`config.mk`:
```
export PLATFORM = sky130hd
export DESIGN_NAME = sdh_irq_status
export DESIGN_NICKNAME = d
export VERILOG_FILES = /design/src/rtl/sdh_irq_pkg.sv /design/src/rtl/sdh_irq_raw.sv /design/src/rtl/sdh_irq_cfg.sv /design/src/rtl/sdh_irq_sum.sv /design/src/rtl/sdh_irq_status.sv
export SDC_FILE = /design/constraint.sdc
export NUM_CORES = 1
export LEC_CHECK = 0
export ABC_AREA = 1
export CORE_MARGIN = 10
export CORE_UTILIZATION = 31
export DETAILED_ROUTE_END_ITERATION = 10
export PLACE_DENSITY = 0.76
export SYNTH_ARGS = -nofsm -noshare
export SYNTH_HDL_FRONTEND = slang
export SYNTH_HIERARCHICAL = 1
export SYNTH_SLANG_ARGS = --single-unit
export TNS_END_PERCENT = 5
```
`constraint.sdc`:
```
create_clock -name clk_i -period 1.1 [get_ports clk_i]
set_input_delay 0.22 -clock clk_i [delete_from_list [all_inputs] [get_ports clk_i]]
set_output_delay 0.22 -clock clk_i [all_outputs]
set_load 0.03 [all_outputs]
```
`src/rtl/sdh_irq_pkg.sv`:
```
package sdh_irq_pkg;
  localparam int unsigned STAT_W     = 32;
  localparam int unsigned EN_POS     = 4;
  localparam logic [STAT_W-1:0] IMPL_BITS = 32'hC001_FFFE;
  localparam logic [STAT_W-1:0] ERR_BITS  = 32'h0000_BBC2;
  localparam logic [STAT_W-1:0] DONE_BITS = 32'h0000_440C;
endpackage

```
`src/rtl/sdh_irq_raw.sv`:
```
module sdh_irq_raw #(
  parameter int unsigned W = 32,
  parameter logic [W-1:0] IMPL = '1
) (
  input  logic         clk_i,
  input  logic         rst_ni,
  input  logic [W-1:0] event_i,
  input  logic         clr_we_i,
  input  logic [W-1:0] clr_data_i,
  output logic [W-1:0] raw_o
);
  logic [W-1:0] evt_g;
  logic [W-1:0] clr_g;

  always_comb begin
    evt_g = event_i & IMPL;
    clr_g = clr_data_i & IMPL & {W{clr_we_i}};
  end

  for (genvar b = 0; b < W; b++) begin : g_bit
    if (IMPL[b]) begin : g_impl
      logic upd;
      logic nxt;
      logic q;
      always_comb begin
        upd = evt_g[b] | clr_g[b];
        nxt = evt_g[b];            // set has priority over clear
      end
      always_ff @(posedge clk_i or negedge rst_ni) begin
        if (!rst_ni)  q <= 1'b0;
        else if (upd) q <= nxt;
      end
      assign raw_o[b] = q;
    end else begin : g_tie
      assign raw_o[b] = 1'b0;
    end
  end

  assert_unimpl_zero_R2: assert property (@(posedge clk_i) disable iff (!rst_ni)
    (raw_o & ~IMPL) == '0);
  assert_event_sets_R4: assert property (@(posedge clk_i) disable iff (!rst_ni)
    (|(event_i & IMPL)) |=> ((raw_o & $past(event_i & IMPL)) == $past(event_i & IMPL)));
  assert_clear_R3: assert property (@(posedge clk_i) disable iff (!rst_ni)
    clr_we_i |=> ((raw_o & $past(clr_data_i & ~event_i)) == '0));
endmodule

```
`src/rtl/sdh_irq_cfg.sv`:
```
module sdh_irq_cfg #(
  parameter int unsigned W = 32,
  parameter logic [W-1:0] IMPL = '1,
  parameter int unsigned EN_POS = 4
) (
  input  logic         clk_i,
  input  logic         rst_ni,
  input  logic         mask_we_i,
  input  logic         ctrl_we_i,
  input  logic [W-1:0] wdata_i,
  output logic [W-1:0] mask_o,
  output logic         en_o
);
  logic [W-1:0] mask_d, mask_q;
  logic         en_d, en_q;

  always_comb begin
    mask_d = wdata_i & IMPL;
    en_d   = wdata_i[EN_POS];
  end

  always_ff @(posedge clk_i or negedge rst_ni) begin
    if (!rst_ni)        mask_q <= '0;
    else if (mask_we_i) mask_q <= mask_d;
  end

  always_ff @(posedge clk_i or negedge rst_ni) begin
    if (!rst_ni)        en_q <= 1'b0;
    else if (ctrl_we_i) en_q <= en_d;
  end

  assign mask_o = mask_q;
  assign en_o   = en_q;

  assert_en_hold_R9: assert property (@(posedge clk_i) disable iff (!rst_ni)
    !ctrl_we_i |=> $stable(en_o));
  assert_mask_load_R5: assert property (@(posedge clk_i) disable iff (!rst_ni)
    mask_we_i |=> (mask_o == ($past(wdata_i) & IMPL)));
endmodule

```
`src/rtl/sdh_irq_sum.sv`:
```
module sdh_irq_sum #(
  parameter int unsigned W = 32,
  parameter logic [W-1:0] ERR = '0,
  parameter logic [W-1:0] DONE = '0
) (
  input  logic         clk_i,
  input  logic         rst_ni,
  input  logic [W-1:0] raw_i,
  input  logic [W-1:0] mask_i,
  input  logic         en_i,
  output logic [W-1:0] masked_o,
  output logic         error_any_o,
  output logic         done_any_o,
  output logic         irq_o
);
  logic irq_d, irq_q;

  always_comb begin
    masked_o    = raw_i & mask_i;
    error_any_o = |(masked_o & ERR);
    done_any_o  = |(masked_o & DONE);
    irq_d       = en_i & (|masked_o);
  end

  always_ff @(posedge clk_i or negedge rst_ni) begin
    if (!rst_ni) irq_q <= 1'b0;
    else         irq_q <= irq_d;
  end

  assign irq_o = irq_q;

  assert_masked_in_mask_R5: assert property (@(posedge clk_i) disable iff (!rst_ni)
    (masked_o & ~mask_i) == '0);
  assert_err_needs_raw_R6: assert property (@(posedge clk_i) disable iff (!rst_ni)
    error_any_o |-> (|raw_i));
  assert_done_needs_raw_R7: assert property (@(posedge clk_i) disable iff (!rst_ni)
    done_any_o |-> (|raw_i));
  assert_irq_gated_R8: assert property (@(posedge clk_i) disable iff (!rst_ni)
    !en_i |=> !irq_o);
endmodule

```
`src/rtl/sdh_irq_status.sv`:
```
module sdh_irq_status
  import sdh_irq_pkg::*;
(
  input  logic              clk_i,
  input  logic              rst_ni,
  input  logic [STAT_W-1:0] event_i,
  input  logic              clr_we_i,
  input  logic              mask_we_i,
  input  logic              ctrl_we_i,
  input  logic [STAT_W-1:0] wdata_i,
  output logic [STAT_W-1:0] raw_o,
  output logic [STAT_W-1:0] mask_o,
  output logic [STAT_W-1:0] masked_o,
  output logic              error_any_o,
  output logic              done_any_o,
  output logic              irq_o
);
  logic [1:0] rst_sync_q;
  logic       rst_n;
  logic       en;

  always_ff @(posedge clk_i or negedge rst_ni) begin
    if (!rst_ni) rst_sync_q <= 2'b00;
    else         rst_sync_q <= {rst_sync_q[0], 1'b1};
  end
  assign rst_n = rst_sync_q[1];

  sdh_irq_raw #(.W(STAT_W), .IMPL(IMPL_BITS)) u_raw (
    .clk_i(clk_i), .rst_ni(rst_n), .event_i(event_i),
    .clr_we_i(clr_we_i), .clr_data_i(wdata_i), .raw_o(raw_o));

  sdh_irq_cfg #(.W(STAT_W), .IMPL(IMPL_BITS), .EN_POS(EN_POS)) u_cfg (
    .clk_i(clk_i), .rst_ni(rst_n), .mask_we_i(mask_we_i),
    .ctrl_we_i(ctrl_we_i), .wdata_i(wdata_i), .mask_o(mask_o), .en_o(en));

  sdh_irq_sum #(.W(STAT_W), .ERR(ERR_BITS), .DONE(DONE_BITS)) u_sum (
    .clk_i(clk_i), .rst_ni(rst_n), .raw_i(raw_o), .mask_i(mask_o),
    .en_i(en), .masked_o(masked_o), .error_any_o(error_any_o),
    .done_any_o(done_any_o), .irq_o(irq_o));
endmodule

```
-- Yosys cells after proc, flatten, opt, wreduce, memory -nomap -nowiden
Cells that the tools add are included.
- bitwise logic cells: 21
- reductions and logical operators: 3
- operators with widths (kind ; count):
    $and 32x32->32 ; 2
    $reduce_or 32->1 ; 1
    $or 1x1->1 ; 18
    $reduce_or 9->1 ; 1
    $reduce_or 4->1 ; 1
    $and 1x1->1 ; 1
- flip-flop bits (word level): 40
- word-level logic and storage cells: 46

-- Longest topological paths before layout
Gate-level depths: netlist (run 1).
- depth after elaboration: 3
- mapped depth: 7
- gate-level depth less buffers: 6

-- Hierarchy
Netlist (run 1), hierarchy kept.
- modules (own cells, without submodules) (module ; times used ; cells an instance ; area each (µm²) ; seq. area each (µm²)):
    sdh_irq_raw ; 1 ; 125 ; 1001.0 ; 450.4
    sdh_irq_cfg ; 1 ; 96 ; 859.6 ; 475.5
    sdh_irq_sum ; 1 ; 99 ; 397.9 ; 25.0
    sdh_irq_status ; 1 ; 3 ; 53.8 ; 50.0

-- Worst setup path after synthesis (run 1)
OpenSTA, ideal clock, no wires.
- path type: register to output
- start: register u_raw.g_bit[13].g_impl.q
- end: output error_any_o
- arrival: 1.034 ns
- required time: 0.880 ns
- setup slack: -0.154 ns
- stages on the path, launching flop included: 6
- buffers on the path: 1
- cell sequence: dfrtp_1 -> buf_4 -> nand2_1 -> nand2_1 -> nor2_2 -> nand3_1
- cells in the longest elaborated chain, start to end: 2
- ends and longest elaborated chain (element ; RTL line ; RTL):
    from (decl) ; sdh_irq_raw.sv:24 ; logic q;
    from (signal assigned) ; sdh_irq_raw.sv:31 ; else if (upd) q <= nxt;
    $and 32x32->32 ; sdh_irq_sum.sv:19 ; masked_o = raw_i & mask_i;
    $reduce_or 9->1 ; sdh_irq_sum.sv:20 ; error_any_o = |(masked_o & ERR);
    to (decl) ; sdh_irq_status.sv:14 ; output logic error_any_o,
No other way between the ends.

-- Worst setup path in the final report (run 1)
- start: register u_cfg.mask_q[12], in the netlist u_cfg/mask_o[12]
- end: output error_any_o
- cells in the longest elaborated chain, start to end: 2
- ends and longest elaborated chain (element ; RTL line ; RTL):
    from (decl) ; sdh_irq_cfg.sv:14 ; logic [W-1:0] mask_d, mask_q;
    from (signal assigned) ; sdh_irq_cfg.sv:24 ; else if (mask_we_i) mask_q <= mask_d;
    $and 32x32->32 ; sdh_irq_sum.sv:19 ;
    $reduce_or 9->1 ; sdh_irq_sum.sv:20 ;
No other way between the ends.

==> impl_metrics.yaml, run 1 <==
status:
  outcome: "complete, but fails checks"
  failed_checks: "negative setup slack"
clocking:
  cts_tree: "yes"
  cts.path.max_buffers: 2
  clk_transition_reported_paths_ns: 0.08
  ctsRootBufferMaster: "clkbuf_8"
  number_of_buffers_inserted_during_clock_tree_synthesis: 5
  ctsHtreeMaxLevel: 2
  clock_latency_ns: 0.29
  cts-hold-fix-buffers: 0
  cts_num_sinks: 40
power:
  pwr_density_cell_nw_per_um2: 1180
  power_leakage_nw: 2.24
  ir_worst_vdd_v: 0.000670
  finalPower_mw: 4.48
timing:
  finalSetupViolCount: 50
  timing.final.crit_share_pct: 129
  timing.clock.skew_ns: 0.00913
  finalHoldViolations: 0
  fin_ws_ns: -0.324
  timing.final.crit_period_ns: 1.42
  fin_worst_hold_slack_ns: 0.0866
  timing.fmax_ghz: 0.702
  grt_setup_unrepaired: "yes"
  final-max-slew-violation-count: 0
setup_path:
  timing.critical_path.mode_cell: "nand2_2"
  critical_path_startpoint: "u_cfg/mask_o[12]"
  rr_endpoint: "u_sum/irq_o"
  critPathKind: "register to primary output"
  cp-start-kind: "register"
  worstPathRequired_ns: 0.88
  critPathSlowestCell: "dfrtp_1"
  worstReg2RegStart: "u_cfg/mask_o[12]"
  slowest_delay_ns: 0.41
  cells_on_worst_reg2reg_path: 8
  register_to_register_setup_slack_ns: -0.13
  cp_cell_sequence: "nand2_2 > nand2_2 > nor2_4 > nand3_2 > buf_6"
  worst-path-max-fanout: 2
  arrival_ns: 1.20
  worst_setup_path_end_kind: "primary output"
floorplan:
  floorplan.initialDensity_pct: 31.9
  placeableCoreArea_sq_um: 7250
  die-width_microns: 106
  die_h_microns: 106
  die_footprint_sq_um: 11300
  ioPinCount: 168
  row_count: 31
global_routing:
  grtUsageTotal_pct: 12.7
  largest_net_degree_at_the_start_of_global_routing: 25
  grt.overflow.total: 0
  first_pass_grt_wire_length_mm: 11.4
  first_global_vias: 2321
  number_of_antenna_violations_at_the_first_check_in_global_routing: 1
cells_and_area:
  design_area_sq_um: 3790
  finish.net_count: 528
  drive_gt1_share_pct: 33.3
  antenna-diode-count: 0
  area_growth_syn_to_layout_pct: 64.0
  final.fill_count: 680
  final_util_pct: 52.3
  finish.cell_count_without_fillers: 558
synth:
  synth_area_sq_um: 2310
  post_synth_num_cell_types: 14
  synth_top_area_share_pct: 43.3
  ys_dominant_reg_cell: "dfrtp_1"
  synth.avg_cell_area_sq_um: 7.16
  ys.warnings.count: 6
  syn-instance-count: 323
  async_flop_share_pct: 100
  yosys_register_bits: 40
  synth.top_cells.by_area: "dfrtp_1, nand2_1, buf_4"
  synth_enable_flop_cells: 0
  synth_sequential_area_ratio_pct: 43.3
  synth_top_area_cell: "dfrtp_1"
  synth_top_cells_by_count: "nand2_1, inv_1, buf_4, dfrtp_1, nor2_1"
  synthMostInstantiatedCell: "nand2_1"
routing:
  drt_total_wl_mm: 7.53
  detail_route.drc_violations: 0
  via_per_inst: 3.99
  drtAntennaViolNets: 0
  drt_iter0_drc: 58
  wl_per_cell_microns: 13.5
  route.vias.total: 2228
  drt_first_pass_iters: 4
flow_run:
  cap_violations: 0
placement:
  placedCellCount: 536
  port-buffer-count: 97
  gpl.final_weighted_congestion: 0.835
  post-dp-hpwl_mm: 5.85
  dpl-instance-area_sq_um: 3290
hold_path:
  hold_class: "input pin to async pin"
-- power by group --
part	leakage, nW	switching, mW	internal, mW	total [mW]
clock network	0.0410	0.495	0.432	0.927
registers	0.446	0.0785	1.58	1.66
logic	1.75	1.07	0.821	1.89
total	2.24	1.64	2.84	4.48
-- through the flow --
step | setup WS (ns) | TNS (ns)
after floorplan | -0.100 | -0.157
after global placement | -0.402 | -2.96
after detailed placement | -0.424 | -3.66
after CTS | -0.347 | -5.30
after global routing | -0.380 | -7.97
final | -0.324 | -5.55
-- layer usage --
layer	part of all wire [%]	global-route usage (%)	up-vias
met1	33	11.3	1014
li1	-	-	1116
met2	54	24.5	88
met5	0.093	0	-
met4	1.3	2.90	2
met3	11	6.52	8
-- state kept, by name (all words and copies together), names as in the netlist --
| name | flops |
|---|---|
| u_raw/g_bit.g_impl.q | 18 |
| rst_sync_q | 2 |
| u_cfg/mask_o | 18 |
| u_cfg/en_o | 1 |
| u_sum/irq_o | 1 |
-- layout make-up --
type | instances | area [sq um] | area share (%)
inverters | 54 | 210 | 5.54
well taps | 99 | 124 | 3.27
multi-input cells | 204 | 838 | 22.1
clock inverters | 1 | 5.00 | 0.132
repair buffers | 154 | 1540 | 40.6
flip-flops and latches | 40 | 1000 | 26.4
clock buffers | 6 | 72.6 | 1.91
-- critical path, delay by kind of cell (launching register included) --
kind          cells  cell delay, ns
flops             1            0.41
simple gates      4            0.35
buf+inv           1            0.14
-- repair_timing --
item,in CTS,in global routing
setup endpoints to repair,55,57
resized for setup,62,40
pin swaps,8,13
setup buffers,5,10
-- cells by family (layout without fill, tap and decap cells) --
| kind of cell | after synthesis | after routing | share of synthesized area [%] |
|---|---|---|---|
| compound gates | 1 | 1 | 0.216 |
| buf+inv | 105 | 215 | 26.8 |
| flops | 40 | 40 | 43.3 |
| other cells | 3 | 29 | 0.487 |
| simple gates | 174 | 174 | 29.2 |
-- how the worst max path moves through the flow --
stage                        to  slack [ns]  cells after the start
floorplan           error_any_o       -0.10                      4
global placement     done_any_o       -0.40                      5
detailed placement   done_any_o       -0.42                      5
CTS                 error_any_o       -0.35                      5
global route        error_any_o       -0.38                      5
finish              error_any_o       -0.32                      5
-- cell usage in the layout (no fill, tap or decap), types with 6 or more instances in the layout --
cell type and instances:
dfrtp_1 39, nand2_1 145, clkdlybuf4s50_1 40, inv_2 8, conb_1 29, buf_6 72, buf_4 41, nand2_2 18
nor2_1 6, inv_1 45
No activity file was read; power rests on OpenSTA's default activity.
==> inputs of run 2 (changes only) <==
Settings changed: CAP_MARGIN from default to 20, CORE_UTILIZATION 31 to 35, PLACE_DENSITY 0.76 to 0.82.
Clock period 1.1 ns to 1.6 ns, I/O delays scaled along.
==> run 2 against run 1 <==
The flow now finishes without violations. Global-route usage decreased by 0.44 points. Critical path depth unchanged. Clock-buffer cell count increased by 2. Critical path type unchanged. Largest cell class unchanged.
==> impl_metrics.yaml, run 2 (synthesis gave the netlist of run 1 again) <==
clocking:
  clk_transition_reported_paths_ns: 0.08
  cts.path.max_buffers: 2
  number_of_buffers_inserted_during_clock_tree_synthesis: 5
  ctsRootBufferMaster: "clkbuf_8"
  ctsHtreeMaxLevel: 2
  cts_tree: "yes"
  clock_latency_ns: 0.29
  cts-hold-fix-buffers: 0
  cts_num_sinks: 40
power:
  finalPower_mw: 2.84
  p_sw_share_pct: 36.5
  p_int_mw: 1.80
  ir_worst_vdd_v: 0.000597
  power.clock.fraction_pct: 25.4
  power_leakage_nw: 1.99
  pwr_density_cell_nw_per_um2: 875
  p_sw_mw: 1.03
  comb_power_share_pct: 34.0
  share_seq_of_total_power_pct: 40.6
floorplan:
  die_h_microns: 101
  row_count: 29
  die-width_microns: 101
  ioPinCount: 168
  placeableCoreArea_sq_um: 6390
  floorplan.initialDensity_pct: 36.2
  die_footprint_sq_um: 10300
timing:
  final-max-slew-violation-count: 0
  finalHoldViolations: 0
  finalSetupViolCount: 0
  timing.final.crit_period_ns: 1.55
  grt_setup_unrepaired: "yes"
  timing.fmax_ghz: 0.646
  fin_worst_hold_slack_ns: 0.178
  fin_ws_ns: 0.0512
  timing.final.crit_share_pct: 96.8
  timing.clock.skew_ns: 0.00674
setup_path:
  worst-path-max-fanout: 3
  register_to_register_setup_slack_ns: 0.33
  arrival_ns: 1.23
  worst_setup_path_end_kind: "primary output"
  worstPathRequired_ns: 1.28
  cp-start-kind: "register"
  critPathKind: "register to primary output"
hold_path:
  hold_class: "register to async pin"
routing:
  via_per_inst: 4.11
  wl_per_cell_microns: 13.3
  drt_total_wl_mm: 6.54
  drt_iter0_drc: 31
  drt_first_pass_iters: 4
  drtAntennaViolNets: 0
  detail_route.drc_violations: 0
  route.vias.total: 2022
cells_and_area:
  layout.cells.most_common_list: "nand2_1, inv_1, dlygate4sd2_1"
  antenna-diode-count: 0
  design_area_sq_um: 3240
  layout.cells.most_common: "nand2_1"
  finish.cell_count_without_fillers: 492
  finish.net_count: 483
  drive_gt1_share_pct: 8.92
  area_growth_syn_to_layout_pct: 40.3
global_routing:
  first_global_vias: 1963
  largest_net_degree_at_the_start_of_global_routing: 25
  number_of_antenna_violations_at_the_first_check_in_global_routing: 0
  first_pass_grt_wire_length_mm: 10.0
  grt.overflow.total: 0
  grtUsageTotal_pct: 12.2
flow_run:
  cap_violations: 0
placement:
  port-buffer-count: 97
  dpl_worst_slack_ns: 0.0835
  dpl-instance-area_sq_um: 3120
  post-dp-hpwl_mm: 5.39
  gpl.final_weighted_congestion: 0.753
  placedCellCount: 475
status:
  outcome: "finished clean"
run 2: critical path, cell delays in order, from the launching register on:
cell and delay, ns:
dfrtp_1 0.41, nand2_2 0.08, nand2_1 0.07, nor2_2 0.15, nand3_2 0.08, buf_6 0.14
run 2: path summary, 6_finish.rpt:
path / from / to / depth (start not counted)
worst max-delay path: u_cfg/mask_o[9] / error_any_o / 5
worst min-delay path: rst_sync_q[1] / u_raw/g_bit[2].g_impl.q / 0
worst max register to register: u_raw/g_bit[1].g_impl.q / u_sum/irq_o / 6
worst min register to register: rst_sync_q[1] / u_raw/g_bit[2].g_impl.q / 0
max in group asynchronous: rst_sync_q[1] / u_cfg/mask_o[1] / 1
min in group clk_i: rst_sync_q[0] / rst_sync_q[1] / 0
run 2: per-stage QoR:
| step | util [%] | TNS, ns |
|---|---|---|
| after floorplan | - | 0 |
| after global placement | 48.9 | 0 |
| after global routing | 50.8 | -0.0597 |
| after CTS | 49.4 | 0 |
| final | 50.8 | 0 |
| after detailed placement | 48.9 | 0 |
run 2: final cells by class:
class / instances / area, sq um
fill: 653 / 3140
timing repair buffer: 109 / 1030
clock buffer: 8 / 100
tap: 77 / 96.3
multi-input combinational: 204 / 803
inverter: 54 / 210
sequential: 40 / 1000
run 2: repair_timing:
| action | CTS | global route |
|---|---|---|
| endpoints found under the setup margin | 55 | 10 |
| pin swaps | 0 | 4 |
| buffers inserted | 0 | 9 |
| gates resized for setup | 54 | 9 |
run 2: layer usage:
layer,share of wire [%],global-route usage (%),wire length (microns)
met1,36,12.5,2350
met2,50,21.1,3280
met3,12,6.40,812
met4,1.5,3.86,100
met5,0,0,0
run 2: power groups by stage:
stage / Combinational, mW / Sequential, mW / Clock, mW
after floorplan: 0.611 / 1.25 / 0
after global placement: 1.00 / 1.17 / 0
after detailed placement: 1.01 / 1.18 / 0
after CTS: 0.928 / 1.15 / 0.754
after global routing: 1.05 / 1.16 / 0.792
final: 0.966 / 1.15 / 0.720
